### config.mk
export PLATFORM = sky130hd
export DESIGN_NAME = msi_raise_gen
export DESIGN_NICKNAME = d
export VERILOG_FILES = /design/src/rtl/msi_raise_pkg.sv /design/src/rtl/raise_marker.sv /design/src/rtl/mask_pend.sv /design/src/rtl/msg_port_fsm.sv /design/src/rtl/msi_raise_gen.sv
export SDC_FILE = /design/constraint.sdc
export NUM_CORES = 1
export LEC_CHECK = 0
export ABC_AREA = 1
export BUFFER_PORTS_ARGS = -buffer_cell sky130_fd_sc_hd__buf_2
export CORE_UTILIZATION = 30
export DETAILED_ROUTE_END_ITERATION = 12
export PLACE_DENSITY = 0.84
export SYNTH_ARGS = -nofsm -noshare
export SYNTH_HDL_FRONTEND = slang
export SYNTH_SLANG_ARGS = --single-unit
### constraint.sdc
create_clock -name clk -period 0.94 [get_ports clk]
set_input_delay 0.094 -clock clk [delete_from_list [all_inputs] [get_ports clk]]
set_output_delay 0.094 -clock clk [all_outputs]
set_load 0.01 [all_outputs]
### src/rtl/msi_raise_pkg.sv
package msi_raise_pkg;
    typedef enum logic [0:0] {
        ST_IDLE = 1'b0,
        ST_SEND = 1'b1
    } port_state_t;
endpackage

### src/rtl/raise_marker.sv
module raise_marker (
    input  logic clk,
    input  logic rst_n,
    input  logic evt_i,
    input  logic clr_i,
    output logic raise_o,
    output logic marker_o
);
    logic marker_q;

    // clear is applied first, so an event in a clear cycle still raises
    always_comb begin
        raise_o = evt_i & (~marker_q | clr_i);
    end

    always_ff @(posedge clk) begin
        if (!rst_n) begin
            marker_q <= 1'b0;
        end else if (raise_o) begin
            marker_q <= 1'b1;
        end else if (clr_i) begin
            marker_q <= 1'b0;
        end
    end

    assign marker_o = marker_q;

    // marker sticks until a clear arrives
    a_r3_marker_holds: assert property (@(posedge clk) disable iff (!rst_n)
        (marker_o && !clr_i) |=> marker_o);
endmodule

### src/rtl/mask_pend.sv
module mask_pend (
    input  logic clk,
    input  logic rst_n,
    input  logic mask_we_i,
    input  logic mask_d_i,
    input  logic raise_i,
    input  logic take_i,
    output logic mask_o,
    output logic pend_o
);
    logic mask_q;
    logic pend_q;

    always_ff @(posedge clk) begin
        if (!rst_n) begin
            mask_q <= 1'b1;
        end else if (mask_we_i) begin
            mask_q <= mask_d_i;
        end
    end

    // a raise in the cycle a message is taken merges with that message
    always_ff @(posedge clk) begin
        if (!rst_n) begin
            pend_q <= 1'b0;
        end else if (take_i) begin
            pend_q <= 1'b0;
        end else if (raise_i) begin
            pend_q <= 1'b1;
        end
    end

    assign mask_o = mask_q;
    assign pend_o = pend_q;

    // a pending request is never lost while masked
    a_r7_pend_kept: assert property (@(posedge clk) disable iff (!rst_n)
        (pend_o && mask_o) |=> pend_o);
endmodule

### src/rtl/msg_port_fsm.sv
module msg_port_fsm #(
    parameter int unsigned ADDR_W   = 32,
    parameter int unsigned DATA_W   = 32,
    parameter logic [ADDR_W-1:0] MSG_ADDR = '0,
    parameter logic [DATA_W-1:0] MSG_DATA = '0
) (
    input  logic              clk,
    input  logic              rst_n,
    input  logic              raise_i,
    input  logic              mask_i,
    input  logic              pend_i,
    input  logic              ready_i,
    output logic              take_o,
    output logic              valid_o,
    output logic [ADDR_W-1:0] addr_o,
    output logic [DATA_W-1:0] data_o
);
    import msi_raise_pkg::*;

    port_state_t state_q;
    port_state_t state_d;

    always_comb begin
        state_d = state_q;
        take_o  = 1'b0;
        unique case (state_q)
            ST_IDLE: begin
                if (!mask_i && (raise_i || pend_i)) begin
                    take_o  = 1'b1;
                    state_d = ST_SEND;
                end
            end
            ST_SEND: begin
                if (ready_i) begin
                    state_d = ST_IDLE;
                end
            end
            default: state_d = ST_IDLE;
        endcase
    end

    always_ff @(posedge clk) begin
        if (!rst_n) begin
            state_q <= ST_IDLE;
        end else begin
            state_q <= state_d;
        end
    end

    always_comb begin
        valid_o = (state_q == ST_SEND);
        addr_o  = valid_o ? MSG_ADDR : '0;
        data_o  = valid_o ? MSG_DATA : '0;
    end

    // request held until accepted
    a_r6_valid_hold: assert property (@(posedge clk) disable iff (!rst_n)
        (valid_o && !ready_i) |=> (valid_o && $stable(addr_o) && $stable(data_o)));
    // no message starts from a masked cycle
    a_r7_no_send_masked: assert property (@(posedge clk) disable iff (!rst_n)
        $rose(valid_o) |-> !$past(mask_i));
    // pending is consumed when a message starts
    a_r8_pend_consumed: assert property (@(posedge clk) disable iff (!rst_n)
        $rose(valid_o) |-> !pend_i);
endmodule

### src/rtl/msi_raise_gen.sv
module msi_raise_gen #(
    parameter int unsigned ADDR_W   = 32,
    parameter int unsigned DATA_W   = 32,
    parameter logic [ADDR_W-1:0] MSG_ADDR = 32'hFEE0_1000,
    parameter logic [DATA_W-1:0] MSG_DATA = 32'h0000_0041
) (
    input  logic              clk,
    input  logic              rst_n,
    input  logic              evt_i,
    input  logic              q_empty_i,
    input  logic              sw_clr_i,
    input  logic              mask_we_i,
    input  logic              mask_d_i,
    input  logic              msg_ready_i,
    output logic              msg_valid_o,
    output logic [ADDR_W-1:0] msg_addr_o,
    output logic [DATA_W-1:0] msg_data_o,
    output logic              mask_o,
    output logic              pend_o,
    output logic              raised_o
);
    logic clr_any;
    logic raise;
    logic take;

    assign clr_any = sw_clr_i | q_empty_i;

    raise_marker u_marker (
        .clk      (clk),
        .rst_n    (rst_n),
        .evt_i    (evt_i),
        .clr_i    (clr_any),
        .raise_o  (raise),
        .marker_o (raised_o)
    );

    mask_pend u_mask (
        .clk       (clk),
        .rst_n     (rst_n),
        .mask_we_i (mask_we_i),
        .mask_d_i  (mask_d_i),
        .raise_i   (raise),
        .take_i    (take),
        .mask_o    (mask_o),
        .pend_o    (pend_o)
    );

    msg_port_fsm #(
        .ADDR_W   (ADDR_W),
        .DATA_W   (DATA_W),
        .MSG_ADDR (MSG_ADDR),
        .MSG_DATA (MSG_DATA)
    ) u_port (
        .clk     (clk),
        .rst_n   (rst_n),
        .raise_i (raise),
        .mask_i  (mask_o),
        .pend_i  (pend_o),
        .ready_i (msg_ready_i),
        .take_o  (take),
        .valid_o (msg_valid_o),
        .addr_o  (msg_addr_o),
        .data_o  (msg_data_o)
    );

    // unmasked raise on idle port with nothing pending issues next cycle
    a_r5_prompt_issue: assert property (@(posedge clk) disable iff (!rst_n)
        (raise && !mask_o && !pend_o && !msg_valid_o) |=> msg_valid_o);
    // a raise sets the marker
    a_r2_marker_set: assert property (@(posedge clk) disable iff (!rst_n)
        (evt_i && (!raised_o || clr_any)) |=> raised_o);
endmodule

==> run_results.csv <==
group,metric,value,unit
sta,rsz0062_at_grt,"false",
grt,grt_pass1_vias,214,
logic_synthesis,synth_common_cells,"buf_4 (64), dfxtp_1 (4), nand2_2 (4)",
logic_synthesis,yosysMostFrequentCell,"buf_4",
routing,ant_nets,0,
hold_path,whs_endpoint,"u_mask.mask_o$_SDFFE_PN1P_",
cts,numCtsBuffers,3,
cts,cts_hold_buf,0,
routing,dr.pass1.iters,2,
cts,cts_resized,1,
routing,top_layer,"met4",
layout,stdcell_count,124,
worst_setup_path,end_kind,"output pin",
worst_setup_path,crit_required,0.85,ns
sta,fmax,1140,MHz
worst_setup_path,reg2reg_to,"u_port.valid_o$_SDFF_PN0_",
logic_synthesis,synth_top_cells_by_area,"buf_4 (74%), dfxtp_1 (12%), nand2_2 (3.8%), nor2_2 (1.9%), nand3_2 (1.5%)",
worst_setup_path,crit_fanout,16,
worst_setup_path,crit_family,"flip-flops",
sta,timing.final.ws_setup,0.0647,ns
layout,num_antenna_cells,0,
logic_synthesis,syn_inst,84,
logic_synthesis,synthArstFlopShare,0,
routing,wire_per_inst,5.52,um
hold_path,min_from,"mask_d_i",
place,io_buffer_count,24,
floorplanning,core-area,0.00200,sq mm
floorplanning,rows,16,
grt,grt_remaining_overflow,0,
layout,drive_above_1_share,0.361,
routing,wl_met1,188,um
cts,cts-htree-levels,1,
logic_synthesis,avgSynthCellArea,7.78,sq um
floorplanning,die-area,0.00237,sq mm
sta,finalCritPeriodShare,0.931,
cts,cts_tree,"yes",
cts,clock_latency,0.24,ns
sta,slew_viol_final,0,
layout,layout-area-overhead-vs-synth,-17.2,%
power,irDropWorstVdd,0.323,mV
floorplanning,start_util,0.326,
cts,cts.clk_slew.worst_paths,0.04,ns
logic_synthesis,syn-cell-area,653,sq um
grt,gr-usage-all-layers,0.0479,
hold_path,hold_path_class,"input port to flop",
floorplanning,io_pins,76,
worst_setup_path,worstRegToRegCells,3,
cts,postCtsSetupBuffers,0,
logic_synthesis,synth_top_area_share,0.736,
status,outcome,"finished clean",
worst_setup_path,cp_slowest_cell,"dfxtp_4",
routing,drt-total-wl,685,um
floorplanning,die_y,48.7,um
logic_synthesis,synth_edf_count,0,
sta,hold_viol,0,
grt,grt_max_degree,17,
hold_path,hold_depth,3,
cts,cts_root_buffer,"clkbuf_4",
cts,clkSinkCount,4,
worst_setup_path,cp_cell_sequence,"buf_2",
logic_synthesis,yosysSeqAreaShare,0.123,
floorplanning,dieWidth,48.7,um
logic_synthesis,yosysUniqueCellTypes,12,
worst_setup_path,r2r-start,"u_port.valid_o$_SDFF_PN0_",
worst_setup_path,cp.arrival,0.78,ns
place,place_congestion,0.645,
power,p_leak,0.000371,uW
worst_setup_path,slowest_delay,0.40,ns
sta,fin_tns_setup,0,ns
worst_setup_path,crit_path_start_kind,"flop",
layout,layout.nets,107,
power,power_density,1130,mW/mm^2
routing,vias,360,
logic_synthesis,yosysWarnings,0,
cts,cts.path.max_buffers,2,
grt,antenna_found_initial,0,
logic_synthesis,synth-seq-cells,4,
routing,met3RoutedLength,115,um
worst_setup_path,crit_type,"flop to output pin",
worst_setup_path,regToRegSetupSlack,0.17,ns
sta,finalCriticalPeriod,0.875,ns
logic_synthesis,ys.flop_type,"dfxtp_1",
sta,setup_violations,0,
place,place_ws,0.168,ns
flow_run,max_cap_violations,0,
routing,drt-initial-drc-count,4,
routing,routed-wl-met2,369,um
routing,drc_errors,0,
sta,skew,0.00699,ns
sta,whs,0.0766,ns
place,dp_hpwl,585,um
place,dp_cells,121,
logic_synthesis,synth_area_leader_cell,"buf_4",
layout,utilization,0.270,
worst_setup_path,critPathBufInv,1,
routing,route.detailed.vias_per_inst,2.90,
grt,grt_pass1_wl,807,um
worst register-to-register path, stage by stage (launching register included):
cell     delay [ns]
dfxtp_4        0.37
nor2_1         0.18
nand3_2        0.10
nand2_2        0.05
layout by cell type, fill, tap and decap left out, drive strengths merged:
master / n
a21boi: 1
buf: 24
clkbuf: 3
conb: 51
dfxtp: 4
inv: 2
nand2: 6
nand3: 1
nand3b: 1
nor2: 3
o211ai: 1
where the power goes:
group | switching [uW] | total [uW] | internal (uW)
Sequential | 11.8 | 193 | 181
Combinational | 149 | 199 | 50.0
Clock | 73.4 | 216 | 143
Total | 235 | 609 | 374
area by class of cell:
cell class	count	area, sq um
tap	27	33.8
sequential	4	83.8
inverter	2	7.51
clock buffer	3	22.5
fill	245	1460
timing repair buffer	24	120
multi-input combinational	64	273
layer usage:
layer,vias up,GRT usage
met5,-,0
met1,148,0.0322
met2,43,0.0880
met4,0,0.0735
li1,165,-
met3,4,0.00943
per-stage QoR:
step	power, uW	cell area [sq um]
floorplan	533	842
global placement	393	515
detailed placement	394	515
CTS	616	541
global route	651	541
finish	609	541
cells by family (layout without fill, tap and decap cells):
logic type,Yosys count,after routing,synth area share
buffers and inverters,66,29,0.747
and+or+nand+nor,11,11,0.102
DFF,4,4,0.123
AOI/OAI and AO/OA,2,2,0.0230
other,1,51,0.00574
worst max-delay path by stage:
stage / from / to / slack, ns / cells after the start
after floorplan: u_port.valid_o$_SDFF_PN0_ / u_port.valid_o$_SDFF_PN0_ / 0.15 / 3
after global placement: u_port.valid_o$_SDFF_PN0_ / u_port.valid_o$_SDFF_PN0_ / 0.20 / 3
after detailed placement: u_port.valid_o$_SDFF_PN0_ / u_port.valid_o$_SDFF_PN0_ / 0.17 / 3
after CTS: u_port.valid_o$_SDFF_PN0_ / msg_addr_o[27] / 0.05 / 1
after global routing: u_port.valid_o$_SDFF_PN0_ / msg_addr_o[22] / 0.02 / 1
final: u_port.valid_o$_SDFF_PN0_ / msg_addr_o[27] / 0.06 / 1
sequential cells by signal, indices dropped and copies added, names as in the netlist:
register / count
u_mask.mask_o: 1
u_port.valid_o: 1
u_mask.pend_o: 1
u_marker.marker_o: 1
Power figures use the tool's default switching activity.
